**src/rtl/pdm_mic_pkg.sv**
```systemverilog
`timescale 1ns/1ps
package pdm_mic_pkg;
   typedef enum logic [1:0] {
      ST_SLEEP  = 2'd0,
      ST_WAKE   = 2'd1,
      ST_ACTIVE = 2'd2
   } pwr_state_t;
endpackage

```
**src/rtl/pdm_clk_sync.sv**
```systemverilog
`timescale 1ns/1ps
module pdm_clk_sync #(
   parameter int STAGES = 2
) (
   input  logic clk,
   input  logic rst_n,
   input  logic async_in,
   output logic rise,
   output logic fall
);
   logic [STAGES:0] chain;
   logic            prev_q;

   if (STAGES < 2) begin : g_bad_stages
      $error("pdm_clk_sync: STAGES must be at least 2");
   end

   assign chain[0] = async_in;

   for (genvar i = 0; i < STAGES; i++) begin : g_stage
      always_ff @(posedge clk or negedge rst_n) begin
         if (!rst_n) chain[i+1] <= 1'b0;
         else        chain[i+1] <= chain[i];
      end
   end

   always_ff @(posedge clk or negedge rst_n) begin
      if (!rst_n) prev_q <= 1'b0;
      else        prev_q <= chain[STAGES];
   end

   assign rise = chain[STAGES] & ~prev_q;
   assign fall = ~chain[STAGES] & prev_q;

   a_r3_edges_exclusive: assert property (@(posedge clk) disable iff (!rst_n)
      !(rise && fall));
   a_r3_no_double_rise: assert property (@(posedge clk) disable iff (!rst_n)
      rise |=> !rise);
endmodule

```
**src/rtl/pdm_rate_mon.sv**
```systemverilog
`timescale 1ns/1ps
module pdm_rate_mon #(
   parameter int WIN = 2000,
   localparam int WW = $clog2(WIN),
   localparam int CW = $clog2(WIN + 1)
) (
   input  logic          clk,
   input  logic          rst_n,
   input  logic          rise,
   output logic          win_done,
   output logic [CW-1:0] win_cnt
);
   localparam logic [WW-1:0] WLAST = WW'(WIN - 1);

   logic [WW-1:0] tick_q;
   logic [CW-1:0] edge_q;

   if (WIN < 4) begin : g_bad_win
      $error("pdm_rate_mon: WIN must be at least 4");
   end

   always_ff @(posedge clk or negedge rst_n) begin
      if (!rst_n) begin
         tick_q   <= '0;
         edge_q   <= '0;
         win_done <= 1'b0;
         win_cnt  <= '0;
      end else begin
         win_done <= 1'b0;
         if (tick_q == WLAST) begin
            tick_q   <= '0;
            edge_q   <= '0;
            win_done <= 1'b1;
            win_cnt  <= edge_q + CW'(rise);
         end else begin
            tick_q <= tick_q + 1'b1;
            edge_q <= edge_q + CW'(rise);
         end
      end
   end

   a_r3_done_single: assert property (@(posedge clk) disable iff (!rst_n)
      win_done |=> !win_done);
   a_r3_cnt_bound: assert property (@(posedge clk) disable iff (!rst_n)
      win_done |-> (32'(win_cnt) <= WIN / 2 + 1));
endmodule

```
**src/rtl/pdm_pwr_fsm.sv**
```systemverilog
`timescale 1ns/1ps
module pdm_pwr_fsm
   import pdm_mic_pkg::*;
#(
   parameter int CW         = 11,
   parameter int WAKE_TH    = 6,
   parameter int SLEEP_TH   = 1,
   parameter int SETTLE_WIN = 2,
   localparam int SW = (SETTLE_WIN > 1) ? $clog2(SETTLE_WIN) : 1
) (
   input  logic          clk,
   input  logic          rst_n,
   input  logic          win_done,
   input  logic [CW-1:0] win_cnt,
   output pwr_state_t    state
);
   localparam logic [CW-1:0] WAKE_V  = CW'(WAKE_TH);
   localparam logic [CW-1:0] SLEEP_V = CW'(SLEEP_TH);
   localparam logic [SW-1:0] SLAST   = SW'(SETTLE_WIN - 1);

   logic [SW-1:0] settle_q;
   logic          is_fast, is_slow;

   if (WAKE_TH <= SLEEP_TH) begin : g_bad_th
      $error("pdm_pwr_fsm: WAKE_TH must exceed SLEEP_TH");
   end
   if (SETTLE_WIN < 1) begin : g_bad_settle
      $error("pdm_pwr_fsm: SETTLE_WIN must be at least 1");
   end

   assign is_fast = (win_cnt >= WAKE_V);
   assign is_slow = (win_cnt <= SLEEP_V);

   always_ff @(posedge clk or negedge rst_n) begin
      if (!rst_n) begin
         state    <= ST_SLEEP;
         settle_q <= '0;
      end else if (win_done) begin
         unique case (state)
            ST_SLEEP: begin
               settle_q <= '0;
               if (is_fast) state <= ST_WAKE;
            end
            ST_WAKE: begin
               if (is_slow) state <= ST_SLEEP;
               else if (is_fast) begin
                  if (settle_q == SLAST) state <= ST_ACTIVE;
                  else                   settle_q <= settle_q + 1'b1;
               end
            end
            ST_ACTIVE: begin
               if (is_slow) state <= ST_SLEEP;
            end
            default: state <= ST_SLEEP;
         endcase
      end
   end

   a_r2_legal_state: assert property (@(posedge clk) disable iff (!rst_n)
      state != 2'd3);
   a_r3_wake_cause: assert property (@(posedge clk) disable iff (!rst_n)
      ($past(state) == ST_SLEEP && state == ST_WAKE) |->
         ($past(win_done) && $past(win_cnt) >= WAKE_V));
   a_r4_slow_sleeps: assert property (@(posedge clk) disable iff (!rst_n)
      (win_done && win_cnt <= SLEEP_V) |=> state == ST_SLEEP);
   a_r5_band_holds: assert property (@(posedge clk) disable iff (!rst_n)
      (win_done && win_cnt > SLEEP_V && win_cnt < WAKE_V) |=> $stable(state));
   a_r6_active_via_wake: assert property (@(posedge clk) disable iff (!rst_n)
      ($past(state) != ST_ACTIVE && state == ST_ACTIVE) |-> $past(state) == ST_WAKE);
endmodule

```
**src/rtl/pdm_out_stage.sv**
```systemverilog
`timescale 1ns/1ps
module pdm_out_stage #(
   parameter bit RELEASE_ASYNC = 1'b1
) (
   input  logic clk,
   input  logic rst_n,
   input  logic active,
   input  logic edge_sel,
   input  logic bclk,
   input  logic rise,
   input  logic fall,
   input  logic mod_bit,
   output logic pdm_dat,
   output logic pdm_oe
);
   logic drive_evt, rel_evt;
   logic oe_q;

   assign drive_evt = edge_sel ? rise : fall;
   assign rel_evt   = edge_sel ? fall : rise;

   always_ff @(posedge clk or negedge rst_n) begin
      if (!rst_n) begin
         oe_q    <= 1'b0;
         pdm_dat <= 1'b0;
      end else if (!active) begin
         oe_q <= 1'b0;
      end else if (drive_evt) begin
         oe_q    <= 1'b1;
         pdm_dat <= mod_bit;
      end else if (rel_evt) begin
         oe_q <= 1'b0;
      end
   end

   if (RELEASE_ASYNC) begin : g_async_release
      assign pdm_oe = oe_q & (edge_sel ? bclk : ~bclk);
   end else begin : g_sync_release
      assign pdm_oe = oe_q;
   end

   a_r7_quiet_off: assert property (@(posedge clk) disable iff (!rst_n)
      (!active && !$past(active)) |-> !oe_q);
   a_r8_drive_load: assert property (@(posedge clk) disable iff (!rst_n)
      (active && drive_evt) |=> (oe_q && pdm_dat == $past(mod_bit)));
   a_r9_release: assert property (@(posedge clk) disable iff (!rst_n)
      (rel_evt && !drive_evt) |=> !oe_q);
endmodule

```
**src/rtl/pdm_mic_ctrl.sv**
```systemverilog
`timescale 1ns/1ps
module pdm_mic_ctrl
   import pdm_mic_pkg::*;
#(
   parameter int WIN           = 2000,
   parameter int WAKE_TH       = 6,
   parameter int SLEEP_TH      = 1,
   parameter int SETTLE_WIN    = 2,
   parameter int SYNC_STAGES   = 2,
   parameter bit RELEASE_ASYNC = 1'b1,
   localparam int CW = $clog2(WIN + 1)
) (
   input  logic       ref_clk,
   input  logic       rst_n,
   input  logic       bclk,
   input  logic       edge_sel,
   input  logic       mod_bit,
   output logic       pdm_dat,
   output logic       pdm_oe,
   output logic [1:0] pwr_state
);
   logic          rise, fall, win_done;
   logic [CW-1:0] win_cnt;
   pwr_state_t    state;

   if (WAKE_TH > WIN / 2) begin : g_bad_wake
      $error("pdm_mic_ctrl: WAKE_TH unreachable within one window");
   end

   pdm_clk_sync #(.STAGES(SYNC_STAGES)) u_sync (
      .clk(ref_clk), .rst_n(rst_n), .async_in(bclk), .rise(rise), .fall(fall));

   pdm_rate_mon #(.WIN(WIN)) u_rate (
      .clk(ref_clk), .rst_n(rst_n), .rise(rise),
      .win_done(win_done), .win_cnt(win_cnt));

   pdm_pwr_fsm #(.CW(CW), .WAKE_TH(WAKE_TH), .SLEEP_TH(SLEEP_TH),
                 .SETTLE_WIN(SETTLE_WIN)) u_fsm (
      .clk(ref_clk), .rst_n(rst_n), .win_done(win_done),
      .win_cnt(win_cnt), .state(state));

   pdm_out_stage #(.RELEASE_ASYNC(RELEASE_ASYNC)) u_out (
      .clk(ref_clk), .rst_n(rst_n), .active(state == ST_ACTIVE),
      .edge_sel(edge_sel), .bclk(bclk), .rise(rise), .fall(fall),
      .mod_bit(mod_bit), .pdm_dat(pdm_dat), .pdm_oe(pdm_oe));

   assign pwr_state = state;

   a_r7_oe_needs_active: assert property (@(posedge ref_clk) disable iff (!rst_n)
      (state != ST_ACTIVE && $past(state) != ST_ACTIVE) |-> !pdm_oe);
endmodule

```
**config.mk**
```make
export PLATFORM = sky130hd
export DESIGN_NAME = pdm_mic_ctrl
export DESIGN_NICKNAME = d
export VERILOG_FILES = /design/src/rtl/pdm_mic_pkg.sv /design/src/rtl/pdm_clk_sync.sv /design/src/rtl/pdm_rate_mon.sv /design/src/rtl/pdm_pwr_fsm.sv /design/src/rtl/pdm_out_stage.sv /design/src/rtl/pdm_mic_ctrl.sv
export SDC_FILE = /design/constraint.sdc
export NUM_CORES = 1
export LEC_CHECK = 0
export ABC_AREA = 1
export BUFFER_PORTS_ARGS = -buffer_cell sky130_fd_sc_hd__buf_2
export CORE_MARGIN = 2
export CORE_UTILIZATION = 45
export DETAILED_ROUTE_END_ITERATION = 10
export GPL_TIMING_DRIVEN = 0
export SLEW_MARGIN = 0
export SYNTH_ARGS = -nofsm -noshare
export SYNTH_HDL_FRONTEND = slang
export SYNTH_SLANG_ARGS = --single-unit
```
**constraint.sdc**
```tcl
create_clock -name ref_clk -period 1.6 [get_ports ref_clk]
set_input_delay 0.24 -clock ref_clk [delete_from_list [all_inputs] [get_ports ref_clk]]
set_output_delay 0.24 -clock ref_clk [all_outputs]
set_load 0.03 [all_outputs]
```
==> qor.csv, run 1 <==
metric,value,unit
status,completed,
Fin. Hold Viols,0,
leakage,1.243,nW
layout cells sized above 1,23.08,%
Critical Path Sink Type,flop,
largest net degree at the start of global routing,42,
worst r2r src,u_sync.chain[2],
Worst-Margin Slew,886.6,ps
Pre-antenna DRT Iters,5,
area share of the largest cell type after synthesis,53.95,%
CTS root buf,clkbuf_8,
TNS Setup,0,ps
Routed Antenna Nets,0,
Total Routed Length,3.696,mm
WP data required,1780,ps
Critical Path Max Stage Delay,370,ps
fill count,359,
most common flop cell mapped by yosys,dfrtp_1,
final net count,254,
Peak Freq,632.5,MHz
1st-iter DRT viols,64,
worst-case clock skew,4.283,ps
Max Slew Vio Count,0,
# H-tree levels,2,
die area,4762,µm²
Worst path slowest cell,dfrtp_1,
worst hold slack,66.67,ps
Gate Count Post-Synth,217,
core area,4029,µm²
pre-CTS setup slack,-100.7,ps
DIE WIDTH,69.01,µm
detailed-route via count,1432,
Final Wtd Congestion,0.8163,
cell chain of the critical path,"inv_2, nor2_4, ha_4, nand3_4, nor3_4, buf_6, xor2_4, nor2_1",
most frequent cell after synthesis,nand2_1,
mean post-synth cell area,8.764,µm²
Die Y,69.01,µm
antenna violations before repair,0,
area of placed instances,2004,µm²
final instance area,2366,µm²
critical path class,flop to flop,
area grow syn2layout,24.41,%
Max clock buf depth,2,
Initial Utilization,47.20,%
Max IR drop VDD,0.0007807,V
wire per inst,12.44,µm
Setup crit start,u_sync.chain[2],
FP Rows,23,
vias in the first global route,1318,
PwrDens,998.7,nW/µm²
post-synthesis async set-or-reset flop share,100.0,%
TritonCTS clock tree,built,
Yosys warning count,0,
critical path launch point type,flop,
post-synthesis cell type count,24,
Total Power,2.363,mW
GRT Total Usage,15.17,%
Antenna diodes,0,
# Max-Cap Violations,0,
grt total ovfl,0,
crit path max fanout,4,
"Clk Latency, worst-skew pair",290,ps
"Clk pin slew, worst setup/hold paths",80,ps
unrepaired setup endpoints after global routing,true,
Min-Delay Path Class,primary input to async pin,
final setup margin,18.96,ps
post-synthesis sequential area ratio,53.95,%
Seq cells post-synth,41,
DP Cell Count,275,
Crit path arrival time,1760,ps
Num CTS Buffers,5,
drt via density,4.822,
largest area contributor in the netlist,dfrtp_1,
top post-synthesis cells by area,"dfrtp_1 (54%), nand2_1 (12%), inv_1 (5.5%), nor2_1 (4.1%), xor2_1 (4.1%)",
Syn Std Cell Area,1902,µm²
I/O pins,9,
"EDFF count, synth",0,
clock sink count,41,
# DRC,0,
Finished Core Util,58.73,%
first-pass GRT wire length,5.802,mm
final period utilization,98.82,%
syn nets,225,
Final setup viols,0,
Slew HR,40.90,%
most common library cells after synthesis,"nand2_1 (62), dfrtp_1 (41), inv_1 (28)",
post-detail-place hpwl,2.301,mm
Port Buffers,8,
min Tclk post-route,1581,ps
fin cells,297,
[worst max-delay path: cells and delay by family, from the launching register on]
family                     cells  cell delay [ps]
xor gates and xnor gates       1              160
adders and majority gates      1              180
buffers and inverters          2              220
DFF                            1              370
and+or+nand+nor                4              550
[logic make-up (layout without fill, tap and decap cells)]
kind of cell             count (synthesis)  after routing  synth area share (%)
AO/OA/AOI/OAI                           16             16                 4.671
multiplexers                             1              1                0.5921
flip-flops                              41             41                 53.95
AND/OR/NAND/NOR                        112            112                 26.45
adder cells (fa/ha/maj)                  3              3                 1.974
buffers and inverters                   32             62                 6.842
XOR/XNOR                                12             12                 5.527
[placed cells by master, fill, tap and decap left out, types with 2 or more instances in the layout]
master / count
dfrtp_1: 41
nor2_4: 2
xor2_1: 7
or2_2: 2
inv_1: 27
nand4_1: 3
nand3_1: 10
nor3_4: 2
a21oi_1: 6
nor3_1: 4
ha_4: 3
buf_6: 4
nand2_1: 62
nand3_2: 3
nor2_1: 17
o21ai_2: 2
xnor2_1: 2
inv_2: 2
nor2_2: 2
buf_2: 9
o21ai_0: 6
buf_4: 12
clkbuf_8: 6
[worst paths after layout]
kind | endpoint | slack, ps | depth (start not counted)
min in group ref_clk | u_sync.chain[1] | 70 | 1
setup / recovery | u_rate.edge_q[5] | 20 | 8
setup reg to reg | u_rate.edge_q[5] | 20 | 8
hold reg to reg | u_sync.chain[2] | 360 | 0
max in group asynchronous | u_rate.tick_q[2] | 980 | 1
hold / removal | u_rate.win_cnt[9] | 70 | 1
[routing by layer]
layer | share of wire [%] | GRT usage (%)
met5 | 0 | 0
met4 | 2.7 | 5.664
met3 | 2.7 | 3.655
met2 | 48 | 24.47
met1 | 47 | 19.83
[repair_timing]
item | CTS | global route
hold buffers | 0 | 0
cloned | 0 | 1
resized for setup | 6 | 24
setup buffers | 1 | 12
setup endpoints to repair | 17 | 30
pin swaps | 2 | 11
[layout make-up]
cell class | count | area, µm² | share of cell area [%]
Sequential cell | 41 | 1026 | 43.36
Clock buffer | 7 | 86.33 | 3.649
Multi-Input combinational cell | 144 | 872.1 | 36.86
Clock inverter | 1 | 30.03 | 1.269
Tap cell | 50 | 62.56 | 2.644
Inverter | 29 | 108.9 | 4.601
Buffer | 3 | 33.78 | 1.428
Timing Repair Buffer | 22 | 146.4 | 6.187
[where the power goes]
part           switching [mW]  internal [mW]
sequential             0.0919           1.11
combinational           0.170          0.133
clock                   0.353          0.509
[sequential cells by signal, summed over array words and instances (netlist names)]
name	cells
u_fsm.state	2
u_out.oe_q	1
u_rate.tick_q	11
u_rate.edge_q	11
u_out.pdm_dat	1
u_sync.prev_q	1
u_fsm.settle_q	1
u_sync.chain	2
u_rate.win_done	1
u_rate.win_cnt	10
Power figures use the tool's default switching activity.
==> run 2, diff against run 1 <==
- ABC_CLOCK_PERIOD_IN_PS: not set -> 1600
- CORE_ASPECT_RATIO: not set -> 1.25
==> run 2 against run 1 <==
Effect of this change:
- via count down 3.9%
- setup slack better by 14 ps
- sequential power about the same
- flip-flop and latch count unchanged
- largest power group unchanged
==> qor.csv, run 2 (synthesis results as in run 1) <==
metric,value,unit,change
status,completed,,unchanged
Critical Path Sink Type,flop,,unchanged
detailed-route via count,1376,,was 1432
Critical Path Max Stage Delay,360,ps,was 370 ps
crit path max fanout,4,,unchanged
TritonCTS clock tree,built,,unchanged
PwrDens,937.5,nW/µm²,was 998.7 nW/µm²
critical path class,flop to flop,,unchanged
grt total ovfl,0,,unchanged
min Tclk post-route,1567,ps,was 1581 ps
critical path launch point type,flop,,unchanged
"commonest non-fill, non-tap cell in the layout",nand2_1,,unchanged
DIE WIDTH,62.15,µm,was 69.01 µm
1st-iter DRT viols,106,,was 64
Port Buffers,8,,unchanged
WP buf/inv,1,,was 2
Total Power,2.101,mW,was 2.363 mW
final period utilization,97.94,%,was 98.82%
Fin. Hold Viols,0,,unchanged
Min-Delay Path Class,primary input to async pin,,unchanged
Max Slew Vio Count,0,,unchanged
"Clk Latency, worst-skew pair",290,ps,about the same
worst hold slack,68.21,ps,was 66.67 ps
area grow syn2layout,17.83,%,was 24.41%
die area,4766,µm²,was 4762 µm²
core area,4066,µm²,was 4029 µm²
Die Y,76.69,µm,was 69.01 µm
# Max-Cap Violations,0,,unchanged
Slew HR,40.70,%,was 40.90%
TNS Setup,0,ps,unchanged
FP Rows,26,,was 23
cell chain of the critical path,"inv_2, nor2_4, ha_4, nand3_4, nor3_4, nand3_2, xnor2_2, nand2_1, nand2_1",,"was inv_2, nor2_4, ha_4, nand3_4, nor3_4, buf_6, xor2_4, nor2_1"
"Clk pin slew, worst setup/hold paths",80,ps,about the same
Max IR drop VDD,0.0005375,V,was 0.0007807 V
Max clock buf depth,2,,unchanged
post-detail-place hpwl,2.281,mm,was 2.301 mm
layout cells sized above 1,20.25,%,was 23.08%
final net count,246,,was 254
Largest regs,"u_rate.edge_q: 11 flops, u_rate.tick_q: 11 flops, u_rate.win_cnt: 10 flops",,unchanged
Crit path arrival time,1760,ps,about the same
Initial Utilization,46.77,%,was 47.20%
CTS root buf,clkbuf_8,,unchanged
DP Cell Count,281,,was 275
clock sink count,41,,unchanged
Peak Freq,638.1,MHz,was 632.5 MHz
I/O pins,9,,unchanged
Worst path slowest cell,dfrtp_1,,unchanged
Final Wtd Congestion,0.7945,,was 0.8163
Total Routed Length,3.368,mm,was 3.696 mm
crit-path leading delay family,simple AND/OR/NAND/NOR gates,,unchanged
# H-tree levels,2,,unchanged
Worst-Margin Slew,889.5,ps,was 886.6 ps
fin cells,293,,was 297
# DRC,0,,unchanged
antenna violations before repair,0,,unchanged
worst-case clock skew,9.385,ps,was 4.283 ps
Num CTS Buffers,5,,unchanged
most frequent cells in the layout,"nand2_1 (62), dfrtp_1 (41), inv_1 (26)",,"was nand2_1 (62), dfrtp_1 (41), inv_1 (27)"
Pre-antenna DRT Iters,4,,was 5
drt via density,4.696,,was 4.822
wire per inst,11.49,µm,was 12.44 µm
leakage,1.175,nW,was 1.243 nW
Final setup viols,0,,unchanged
unrepaired setup endpoints after global routing,true,,unchanged
CTS hold repair buffers,0,,unchanged
first-pass GRT wire length,5.851,mm,was 5.802 mm
CP most frequent cell,nand2_1,,
GRT Total Usage,15.62,%,was 15.17%
vias in the first global route,1351,,was 1318
Routed Antenna Nets,0,,unchanged
largest net degree at the start of global routing,42,,unchanged
Antenna diodes,0,,unchanged
WP data required,1790,ps,was 1780 ps
[run 2: cell types whose count changed in the layout (fill, tap and decap cells not counted), sizes merged]
cell / before / now
buf: 25 / 16
bufinv: 1 / 0
clkbuf: 7 / 6
clkinv: 0 / 1
[run 2: where the power goes]
part	internal, mW	switching (mW)	leakage [nW]
Sequential	1.11	0.0847	0.542
Combinational	0.121	0.160	0.593
Clock	0.287	0.341	0.0399
[run 2: layout make-up]
type / instances / area (µm²)
multi-input combinational: 144 / 853.3
buffer: 3 / 23.77
timing repair buffer: 14 / 85.08
fill: 377 / 1826
sequential: 41 / 1026
inverter: 29 / 108.9
clock buffer: 5 / 68.82
tap: 56 / 70.07
clock inverter: 1 / 5.005
[run 2: per-layer routing]
layer  share of wire [%]  GRT usage, %
met1                  45         18.76
met5                   0             0
met3                 2.1         3.959
met4                 2.1         5.333
met2                  51         27.28
[run 2: worst paths after layout]
kind / startpoint / endpoint / slack, ps / cells past startpoint
setup / recovery: u_sync.chain[2] / u_rate.win_cnt[7] / 30 / 9
hold / removal: rst_n / u_rate.win_cnt[9] / 70 / 1
setup reg to reg: u_sync.chain[2] / u_rate.win_cnt[7] / 30 / 9
hold reg to reg: u_sync.chain[1] / u_sync.chain[2] / 360 / 0
max in group asynchronous: rst_n / u_rate.tick_q[10] / 980 / 1
min in group ref_clk: bclk / u_sync.chain[1] / 70 / 1
[run 2: repair_timing]
item	CTS	global route
setup buffers	1	5
endpoints found under the setup margin	13	22
gates resized for setup	4	20
pin swaps	2	11
[run 2: worst reg2reg max path, delay by kind of cell (launching register included)]
kind	cells	cell delay (ps)
AND/OR/NAND/NOR	6	720
adder cells (fa/ha/maj)	1	180
flip-flops	1	360
XOR/XNOR	1	150
buffers and inverters	1	60
[run 2: through the flow]
step | instance area (µm²) | utilization [%] | setup WS (ps)
final | 2241 | 55.11 | 32.93
after global routing | 2241 | 55.11 | -67.10
after CTS | 2107 | 51.82 | -43.30
after detailed placement | 2012 | 49.48 | -109.3
after global placement | 2012 | 49.48 | -82.21
after floorplan | 1902 | - | 62.78
